$ cat src/rtl/dcount_pwm.sv
module dcount_pwm #(
  parameter int CW  = 16,
  parameter int DBW = 8
) (
  input  logic          clk,
  input  logic          rst_n,
  input  logic          tick_i,
  input  logic          reload_i,
  input  logic          gate_i,
  input  logic          cap_i,
  input  logic          kill_i,
  input  logic          wr_en_i,
  input  logic [2:0]    wr_addr_i,
  input  logic [CW-1:0] wr_data_i,
  output logic [CW-1:0] cnt_o,
  output logic [CW-1:0] cap_o,
  output logic          cmp_o,
  output logic          tc_o,
  output logic          pwm_hi_o,
  output logic          pwm_lo_o,
  output logic          irq_o,
  output logic [2:0]    stat_o
);
  localparam logic [2:0] A_CTRL = 3'd0;
  localparam logic [2:0] A_PER  = 3'd1;
  localparam logic [2:0] A_CMP  = 3'd2;
  localparam logic [2:0] A_DB   = 3'd3;
  localparam logic [2:0] A_STAT = 3'd4;
  localparam logic [1:0] M_ONE  = 2'd1;
  localparam logic [1:0] M_GATE = 2'd2;

  logic          running;
  logic [1:0]    mode_q;
  logic [2:0]    rel_q, ie_q, stat_q;
  logic [CW-1:0] cnt_q, per_q, cmpv_q, cap_q;
  logic [DBW-1:0] db_q, dcnt_q;
  logic          raw, raw_r;

  wire wr_ctrl  = wr_en_i && (wr_addr_i == A_CTRL);
  wire start_ld = wr_ctrl && wr_data_i[0] && !running;
  wire step     = running && tick_i && ((mode_q != M_GATE) || gate_i);
  wire at_zero  = (cnt_q == '0);

  always_comb begin
    case (rel_q)
      3'd0:    raw = cnt_q <  cmpv_q;
      3'd1:    raw = cnt_q <= cmpv_q;
      3'd2:    raw = cnt_q == cmpv_q;
      3'd3:    raw = cnt_q >= cmpv_q;
      3'd4:    raw = cnt_q >  cmpv_q;
      default: raw = 1'b0;
    endcase
  end

  always_ff @(posedge clk or negedge rst_n) begin
    if (!rst_n) begin
      mode_q <= '0;
      rel_q  <= '0;
      ie_q   <= '0;
      per_q  <= '0;
      cmpv_q <= '0;
      db_q   <= '0;
    end else if (wr_en_i) begin
      case (wr_addr_i)
        A_CTRL: begin
          mode_q <= wr_data_i[2:1];
          rel_q  <= wr_data_i[5:3];
          ie_q   <= wr_data_i[8:6];
        end
        A_PER:   per_q  <= wr_data_i;
        A_CMP:   cmpv_q <= wr_data_i;
        A_DB:    db_q   <= wr_data_i[DBW-1:0];
        default: ;
      endcase
    end
  end

  always_ff @(posedge clk or negedge rst_n) begin
    if (!rst_n) begin
      running <= 1'b0;
      cnt_q   <= '0;
    end else begin
      if (wr_ctrl)
        running <= wr_data_i[0];
      else if (step && at_zero && (mode_q == M_ONE))
        running <= 1'b0;
      if (reload_i || start_ld)
        cnt_q <= per_q;
      else if (step)
        cnt_q <= at_zero ? per_q : cnt_q - 1'b1;
    end
  end

  wire [2:0] st_set = {cap_i, step && raw, step && at_zero};
  wire [2:0] st_clr = (wr_en_i && (wr_addr_i == A_STAT)) ? wr_data_i[2:0] : 3'b000;

  always_ff @(posedge clk or negedge rst_n) begin
    if (!rst_n) begin
      stat_q <= '0;
      cap_q  <= '0;
    end else begin
      stat_q <= (stat_q & ~st_clr) | st_set;
      if (cap_i) cap_q <= cnt_q;
    end
  end

  always_ff @(posedge clk or negedge rst_n) begin
    if (!rst_n) begin
      raw_r  <= 1'b0;
      dcnt_q <= '0;
    end else begin
      raw_r <= raw;
      if (raw != raw_r)
        dcnt_q <= db_q;
      else if (dcnt_q != '0)
        dcnt_q <= dcnt_q - 1'b1;
    end
  end

  wire live = running && (dcnt_q == '0) && !kill_i;

  assign cnt_o    = cnt_q;
  assign cap_o    = cap_q;
  assign cmp_o    = raw && !kill_i;
  assign tc_o     = step && at_zero;
  assign pwm_hi_o = live && raw_r;
  assign pwm_lo_o = live && !raw_r;
  assign stat_o   = stat_q;
  assign irq_o    = |(stat_q & ie_q);

  AST_DOWN_STEP: assert property (@(posedge clk) disable iff (!rst_n)
    (step && !at_zero && !reload_i && !start_ld) |=> (cnt_q == $past(cnt_q) - 1'b1));
  AST_TC_RELOAD: assert property (@(posedge clk) disable iff (!rst_n)
    (step && at_zero && !reload_i && !start_ld) |=> (cnt_q == $past(per_q)));
  AST_CAP_VALUE: assert property (@(posedge clk) disable iff (!rst_n)
    cap_i |=> (cap_o == $past(cnt_o)));
  AST_ONESHOT_STOP: assert property (@(posedge clk) disable iff (!rst_n)
    (step && at_zero && (mode_q == M_ONE) && !wr_ctrl) |=> !running);
  AST_PWM_EXCL: assert property (@(posedge clk) disable iff (!rst_n)
    !(pwm_hi_o && pwm_lo_o));
  AST_TC_STICKY: assert property (@(posedge clk) disable iff (!rst_n)
    (stat_o[0] && !(wr_en_i && (wr_addr_i == A_STAT) && wr_data_i[0])) |=> stat_o[0]);
endmodule

$ cat config.mk
export PLATFORM = sky130hd
export DESIGN_NAME = dcount_pwm
export DESIGN_NICKNAME = d
export VERILOG_FILES = /design/src/rtl/dcount_pwm.sv
export SDC_FILE = /design/constraint.sdc
export NUM_CORES = 1
export LEC_CHECK = 0
export ABC_AREA = 0
export BUFFER_PORTS_ARGS = -buffer_cell sky130_fd_sc_hd__buf_2
export CORE_ASPECT_RATIO = 2
export CORE_MARGIN = 4
export CORE_UTILIZATION = 59
export CTS_BUF_LIST = sky130_fd_sc_hd__clkbuf_8
export DETAILED_ROUTE_END_ITERATION = 10
export HOLD_SLACK_MARGIN = 0.12
export PLACE_DENSITY_LB_ADDON = 0.3
export REMOVE_ABC_BUFFERS = 1
export SLEW_MARGIN = 10
export SYNTH_ARGS = -nofsm -noshare
export SYNTH_HDL_FRONTEND = slang
export SYNTH_SLANG_ARGS = --single-unit
$ cat constraint.sdc
create_clock -name clk -period 3.1 [get_ports clk]
set_clock_uncertainty 0.15 [all_clocks]
set_input_delay 0.62 -clock clk [delete_from_list [all_inputs] [get_ports clk]]
set_output_delay 0.62 -clock clk [all_outputs]
set_load 0.1 [all_outputs]
==> results.py, run 1 <==
metrics = {
    "min_path": {
        "min-delay-start": "wr_data_i[10]",
        "hp-class": "in -> reg",
        "worstHoldEndpoint": "cmpv_q[10]$_DFFE_PN0P_",
        "hold_depth": 3,
    },
    "logic_synthesis": {
        "ys.warnings.count": 0,
        "synth_top_area_share_pct": 50.5,
        "synth.cell_area_mm2": 0.00461,
        "synth-main-ff-cell": "dfrtp_1",
        "synth_seq_cells": 93,
        "synthArstFlopShare_pct": 100,
        "synth.distinct_cells": 55,
        "ys_seq_area_share_pct": 50.5,
        "postSynthCellCount": 421,
        "syn_avg_cell_area_um2": 11.0,
        "synth_edf_count": 0,
        "synth.area.top_cells": "dfrtp_1, mux2_2, ha_1",
        "yosys.area.top_type": "dfrtp_1",
    },
    "critical_path": {
        "r2r_cells": 9,
        "worst-r2r-setup-slack_ns": 0.15,
        "cp_slowest_cell": "dfrtp_1",
        "startpoint_type": "register",
        "critPathCaptureType": "output port",
        "critPathMaxFanout": 2,
        "crit_required_ns": 2.33,
        "critPathArrivalTime_ns": 2.56,
        "critPathKind": "reg -> out",
        "slowest_delay_ns": 0.42,
        "worstPathCellList": "ha_4 > a21o_1 > a221o_1 > a221oi_2 > o2111a_1 > a211oi_4 > nor2_1 > buf_6",
        "r2r_start": "cnt_o[9]$_DFFE_PN0P_",
        "regToRegEndpoint": "dcnt_q[0]$_DFFE_PN0P_",
    },
    "timing": {
        "worst_slack_ns": -0.231,
        "fmax_mhz": 300,
        "fin_crit_sh_pct": 107,
        "hold_viol_final": 0,
        "slew_violations": 0,
        "rsz0062_at_grt": "yes",
        "fin_crit_ns": 3.33,
        "setup_viol": 2,
        "tightest_slew_ns": 0.660,
        "maxSlewHeadroom_pct": 55.9,
    },
    "route": {
        "postRouteAntennaNets": 0,
        "avgRoutedWirePerCell_um": 18.4,
        "firstDrtPassIters": 4,
        "drt_iter0_drc": 178,
        "drc": 0,
        "vias_per_cell": 5.86,
        "vias": 3573,
        "totalWireLength_um": 11200,
    },
    "grt": {
        "grt_pass1_vias": 3817,
        "antenna_found_initial": 0,
        "grt_util_all_layers_pct": 24.9,
        "grt_max_degree": 56,
        "gr-total-overflow": 0,
        "grt_pass1_wl_um": 18300,
    },
    "power_and_ir_drop": {
        "irDropWorstVdd_v": 0.000781,
        "p_leak_nw": 2.60,
        "power.density_mw_per_mm2": 1040,
        "p_total_w": 0.00585,
    },
    "floorplan": {
        "die_area_mm2": 0.00938,
        "io_pins": 67,
        "die_x_um": 70.5,
        "start_util_pct": 60.7,
        "row_count": 45,
        "dieHeight_um": 133,
        "core-area_mm2": 0.00760,
    },
    "clock_tree": {
        "cts_tree": "done",
        "htree_num_levels": 3,
        "clock-sinks": 93,
        "cts_root_buf": "clkbuf_8",
        "cts-buffers-inserted": 9,
        "cts_buffer_depth": 2,
        "insertion_delay_ns": 0.37,
        "clk_pin_slew_worst_paths_ns": 0.08,
    },
    "placement": {
        "hpwl_um": 7970,
        "portBuffers": 66,
        "place_congestion": 0.842,
        "placed_area_mm2": 0.00523,
    },
    "finish": {
        "diodes": 0,
        "fin_util_pct": 73.7,
        "final_cell_mix": "dfrtp_1, buf_2, mux2_2",
        "final_common_cell": "dfrtp_1",
        "nNetsFinal": 557,
        "finalInstanceArea_mm2": 0.00560,
        "area_growth_pct": 21.5,
        "drive_above_1_share_pct": 37.8,
    },
    "run_status": {
        "failed_checks": "negative setup slack",
        "outcome": "finished with violations",
    },
    "flow_run": {
        "drv_cap": 0,
    },
}
## logic make-up after synthesis
group                      share of synthesized area, %
DFF                                                50.5
xor gates and xnor gates                           1.74
buffers and inverters                              3.45
and+or+nand+nor                                    12.4
adders and majority gates                          5.16
AOI/OAI and AO/OA                                  12.0
muxes                                              14.8
## repair_timing
action                                  in CTS  in global routing
endpoints found under the setup margin       4                  4
cloned                                       0                  0
gates resized for setup                     18                  7
buffers inserted                             2                  2
pin swaps                                   11                  9
hold buffers                                 1                  0
endpoints found under the hold margin       38                  0
## area by class of cell
type,count,area (µm²)
clock inverters,6,53.8
flip-flops and latches,93,2330
clock buffers,10,138
well taps,94,118
repair buffers,95,624
inverters,25,93.8
fillers,551,2000
multi-input cells,287,2250
## synth_stat cells, types with 4 or more instances
cell type	number
o21ai_0	35
ha_1	19
mux2_2	49
nand2_1	35
nand3_1	5
clkbuf_1	12
mux2_4	8
o21ai_1	5
nor3_1	15
a21o_1	4
a21oi_1	22
nor3b_1	4
o22ai_1	4
xnor2_1	5
inv_1	25
buf_2	4
nor2_1	27
dfrtp_1	93
## state kept, by name (all words and copies together) (netlist names)
name	count
cap_o	16
cmpv_q	16
cnt_o	16
db_q	8
dcnt_q	8
ie_q	3
mode_q	2
per_q	16
raw_r	1
rel_q	3
running	1
stat_o	3
## per-layer routing
| metal | vias up | part of all wire (%) | GRT usage (%) |
|---|---|---|---|
| li1 | 1673 | - | - |
| met1 | 1789 | 36 | 26.0 |
| met2 | 83 | 57 | 46.2 |
| met3 | 28 | 3.5 | 4.87 |
| met4 | 0 | 3.3 | 12.3 |
| met5 | - | 0 | 0 |
## per-stage QoR
step           hold WS (ns)  TNS [ns]  worst slack (ns)  std cells
2_1_floorplan         0.174    -13.85             -1.99        405
3_3_place_gp          0.334         0            0.0378        589
3_5_place_dp          0.344  -0.00907          -0.00907        589
4_1_cts               0.305    -0.231            -0.231        608
5_1_grt               0.324    -0.571            -0.343        610
6_report              0.316    -0.377            -0.231        610
## critical path, delay by kind of cell, from the launching register on
kind | cells | cell delay, ns
buffers and inverters | 1 | 0.24
AO/OA/AOI/OAI | 5 | 1.13
flip-flops | 1 | 0.42
AND/OR/NAND/NOR | 1 | 0.14
adder cells (fa/ha/maj) | 1 | 0.26
## worst max path at each step
stage                                 startpoint  endpoint  cells after the start
after floorplan            dcnt_q[4]$_DFFE_PN0P_  pwm_lo_o                      4
final                       cnt_o[9]$_DFFE_PN0P_     cmp_o                      8
after detailed placement    cnt_o[9]$_DFFE_PN0P_     cmp_o                      8
after CTS                 cmpv_q[11]$_DFFE_PN0P_     cmp_o                      9
after global placement      cnt_o[9]$_DFFE_PN0P_     cmp_o                      8
after global routing       cmpv_q[9]$_DFFE_PN0P_     cmp_o                      9
## power breakdown
| part | internal (W) | switching [W] |
|---|---|---|
| clock network | 0.000386 | 0.000410 |
| registers | 0.00158 | 0.000294 |
| logic | 0.00101 | 0.00217 |
| total | 0.00297 | 0.00288 |
Power figures use the tool's default switching activity.
==> run 2, diff against run 1 <==
--- a/config.mk
+++ b/config.mk
@@ -8,7 +8,6 @@
 export ABC_AREA = 0
 export BUFFER_PORTS_ARGS = -buffer_cell sky130_fd_sc_hd__buf_2
 export CORE_ASPECT_RATIO = 2
-export CORE_MARGIN = 4
 export CORE_UTILIZATION = 59
 export CTS_BUF_LIST = sky130_fd_sc_hd__clkbuf_8
 export DETAILED_ROUTE_END_ITERATION = 10
==> run 2 against run 1 <==
  * The flow still finishes with violations (negative setup slack)
  * Power grew 2.2%
  * Cell count grew 0.49%
  * Register-to-register slack lost 0.05 ns
  * Utilization grew 0.69 points
  * Sequential share of layout area shrank 0.39 points
  * Largest cell class unchanged
==> results.py, run 2 (synthesis gave the netlist of run 1 again) <==
metrics = {
    "flow_run": {
        "drv_cap": 0,
    },
    "critical_path": {
        "slowest_delay_ns": 0.39,
        "worstPathCellList": "inv_2 > ha_4 > a21o_1 > a221o_1 > a221oi_2 > o21ai_2 > a211oi_4 > nor2_2 > buf_12",
        "crit_required_ns": 2.33,
        "critPathMaxFanout": 2,
        "startpoint_type": "register",
        "critPathArrivalTime_ns": 2.59,
        "critPathCaptureType": "output port",
        "critPathKind": "reg -> out",
        "cp_slowest_cell": "dfrtp_1",
    },
    "floorplan": {
        "die_x_um": 64.5,
        "core-area_mm2": 0.00760,
        "dieHeight_um": 127,
        "die_area_mm2": 0.00819,
        "io_pins": 67,
        "row_count": 45,
        "start_util_pct": 60.7,
    },
    "timing": {
        "fin_crit_ns": 3.36,
        "setup_viol": 2,
        "fmax_mhz": 298,
        "slew_violations": 0,
        "fin_crit_sh_pct": 108,
        "hold_viol_final": 0,
        "rsz0062_at_grt": "yes",
        "maxSlewHeadroom_pct": 55.8,
        "tightest_slew_ns": 0.661,
        "worst_slack_ns": -0.255,
    },
    "finish": {
        "area_growth_pct": 22.7,
        "final_common_cell": "dfrtp_1",
        "instances_no_fill": 613,
        "nNetsFinal": 560,
        "diodes": 0,
        "drive_above_1_share_pct": 38.5,
        "final_cell_mix": "dfrtp_1, buf_2, mux2_2",
    },
    "run_status": {
        "outcome": "finished with violations",
        "failed_checks": "negative setup slack",
    },
    "min_path": {
        "hp-class": "in -> async",
    },
    "clock_tree": {
        "cts_root_buf": "clkbuf_8",
        "cts-buffers-inserted": 9,
        "clock-sinks": 93,
        "insertion_delay_ns": 0.38,
        "cts_buffer_depth": 2,
        "htree_num_levels": 3,
        "cts_tree": "done",
        "hold_buffers": 0,
        "clk_pin_slew_worst_paths_ns": 0.09,
    },
    "route": {
        "drc": 0,
        "avgRoutedWirePerCell_um": 17.5,
        "totalWireLength_um": 10700,
        "vias_per_cell": 5.87,
        "vias": 3597,
        "drt_iter0_drc": 217,
        "postRouteAntennaNets": 0,
        "firstDrtPassIters": 4,
    },
    "power_and_ir_drop": {
        "p_total_w": 0.00597,
        "p_leak_nw": 2.62,
        "irDropWorstVdd_v": 0.000808,
        "power.density_mw_per_mm2": 1060,
    },
    "placement": {
        "hpwl_um": 7620,
        "placedCellCount": 590,
        "dpl_worst_slack_ns": -0.0177,
        "place_congestion": 0.850,
        "portBuffers": 66,
    },
    "grt": {
        "grt_max_degree": 52,
        "gr-total-overflow": 0,
        "grt_pass1_wl_um": 17100,
        "grt_pass1_vias": 3644,
        "grt_util_all_layers_pct": 27.8,
        "antenna_found_initial": 0,
    },
}
-- run 2: changes by cell type in the layout (fill, tap and decap cells not counted), sizes merged --
| cell | delta |
|---|---|
| buf | +3 |
| clkbuf | +3 |
| clkinv | -3 |
| clkinvlp | +1 |
| dlygate4sd3 | -1 |
-- run 2: cell type report --
| type | count | area, µm² |
|---|---|---|
| Clock buffer | 12 | 165 |
| Clock inverter | 4 | 46.3 |
| Fill cell | 547 | 1940 |
| Inverter | 25 | 93.8 |
| Multi-Input combinational cell | 287 | 2240 |
| Sequential cell | 93 | 2330 |
| Tap cell | 94 | 118 |
| Timing Repair Buffer | 98 | 662 |
-- run 2: power breakdown --
group | switching [W] | internal [W] | total, W
sequential | 0.000283 | 0.00158 | 0.00186
clock | 0.000417 | 0.000435 | 0.000852
combinational | 0.00219 | 0.00107 | 0.00326
-- run 2: timing repair --
| item | 4_1_cts | 5_1_grt |
|---|---|---|
| gates resized for setup | 15 | 12 |
| setup buffers | 4 | 4 |
| hold endpoints to repair | 0 | 0 |
| pin swaps | 11 | 9 |
| endpoints found under the setup margin | 4 | 6 |
-- run 2: worst max-delay path: cells and delay by family, from the launching register on --
kind,cells,cell delay [ns]
AO/OA/AOI/OAI,5,1.27
adder cells (fa/ha/maj),1,0.21
buffers and inverters,2,0.26
flip-flops,1,0.39
AND/OR/NAND/NOR,1,0.09
-- run 2: worst paths after layout --
kind / cells after the start / slack, ns / from / to
setup reg to reg: 11 / 0.10 / cmpv_q[9]$_DFFE_PN0P_ / dcnt_q[1]$_DFFE_PN0P_
setup / recovery: 9 / -0.26 / cmpv_q[9]$_DFFE_PN0P_ / cmp_o
max in group asynchronous: 2 / 2.03 / rst_n / cnt_o[8]$_DFFE_PN0P_
hold reg to reg: 1 / 0.34 / db_q[0]$_DFFE_PN0P_ / dcnt_q[0]$_DFFE_PN0P_
hold / removal: 1 / 0.10 / rst_n / running$_DFFE_PN0P_
min in group clk: 3 / 0.31 / wr_data_i[12] / cmpv_q[12]$_DFFE_PN0P_
-- run 2: metal layers --
| metal | part of all wire [%] | GRT usage (%) | vias up |
|---|---|---|---|
| li1 | - | - | 1674 |
| met1 | 37 | 30.4 | 1811 |
| met2 | 57 | 50.1 | 90 |
| met3 | 3.6 | 5.27 | 22 |
| met4 | 2.6 | 13.9 | 0 |
| met5 | 0 | 0 | - |
-- run 2: metrics by stage --
step	area (µm²)	setup TNS, ns	util [%]	hold slack, ns
after CTS	5560	-0.237	73.2	0.139
after detailed placement	5240	-0.0177	68.9	0.341
after floorplan	4550	-13.85	-	0.174
final	5660	-0.312	74.4	0.104
after global routing	5660	-0.443	74.4	0.169
after global placement	5240	0	68.9	0.333
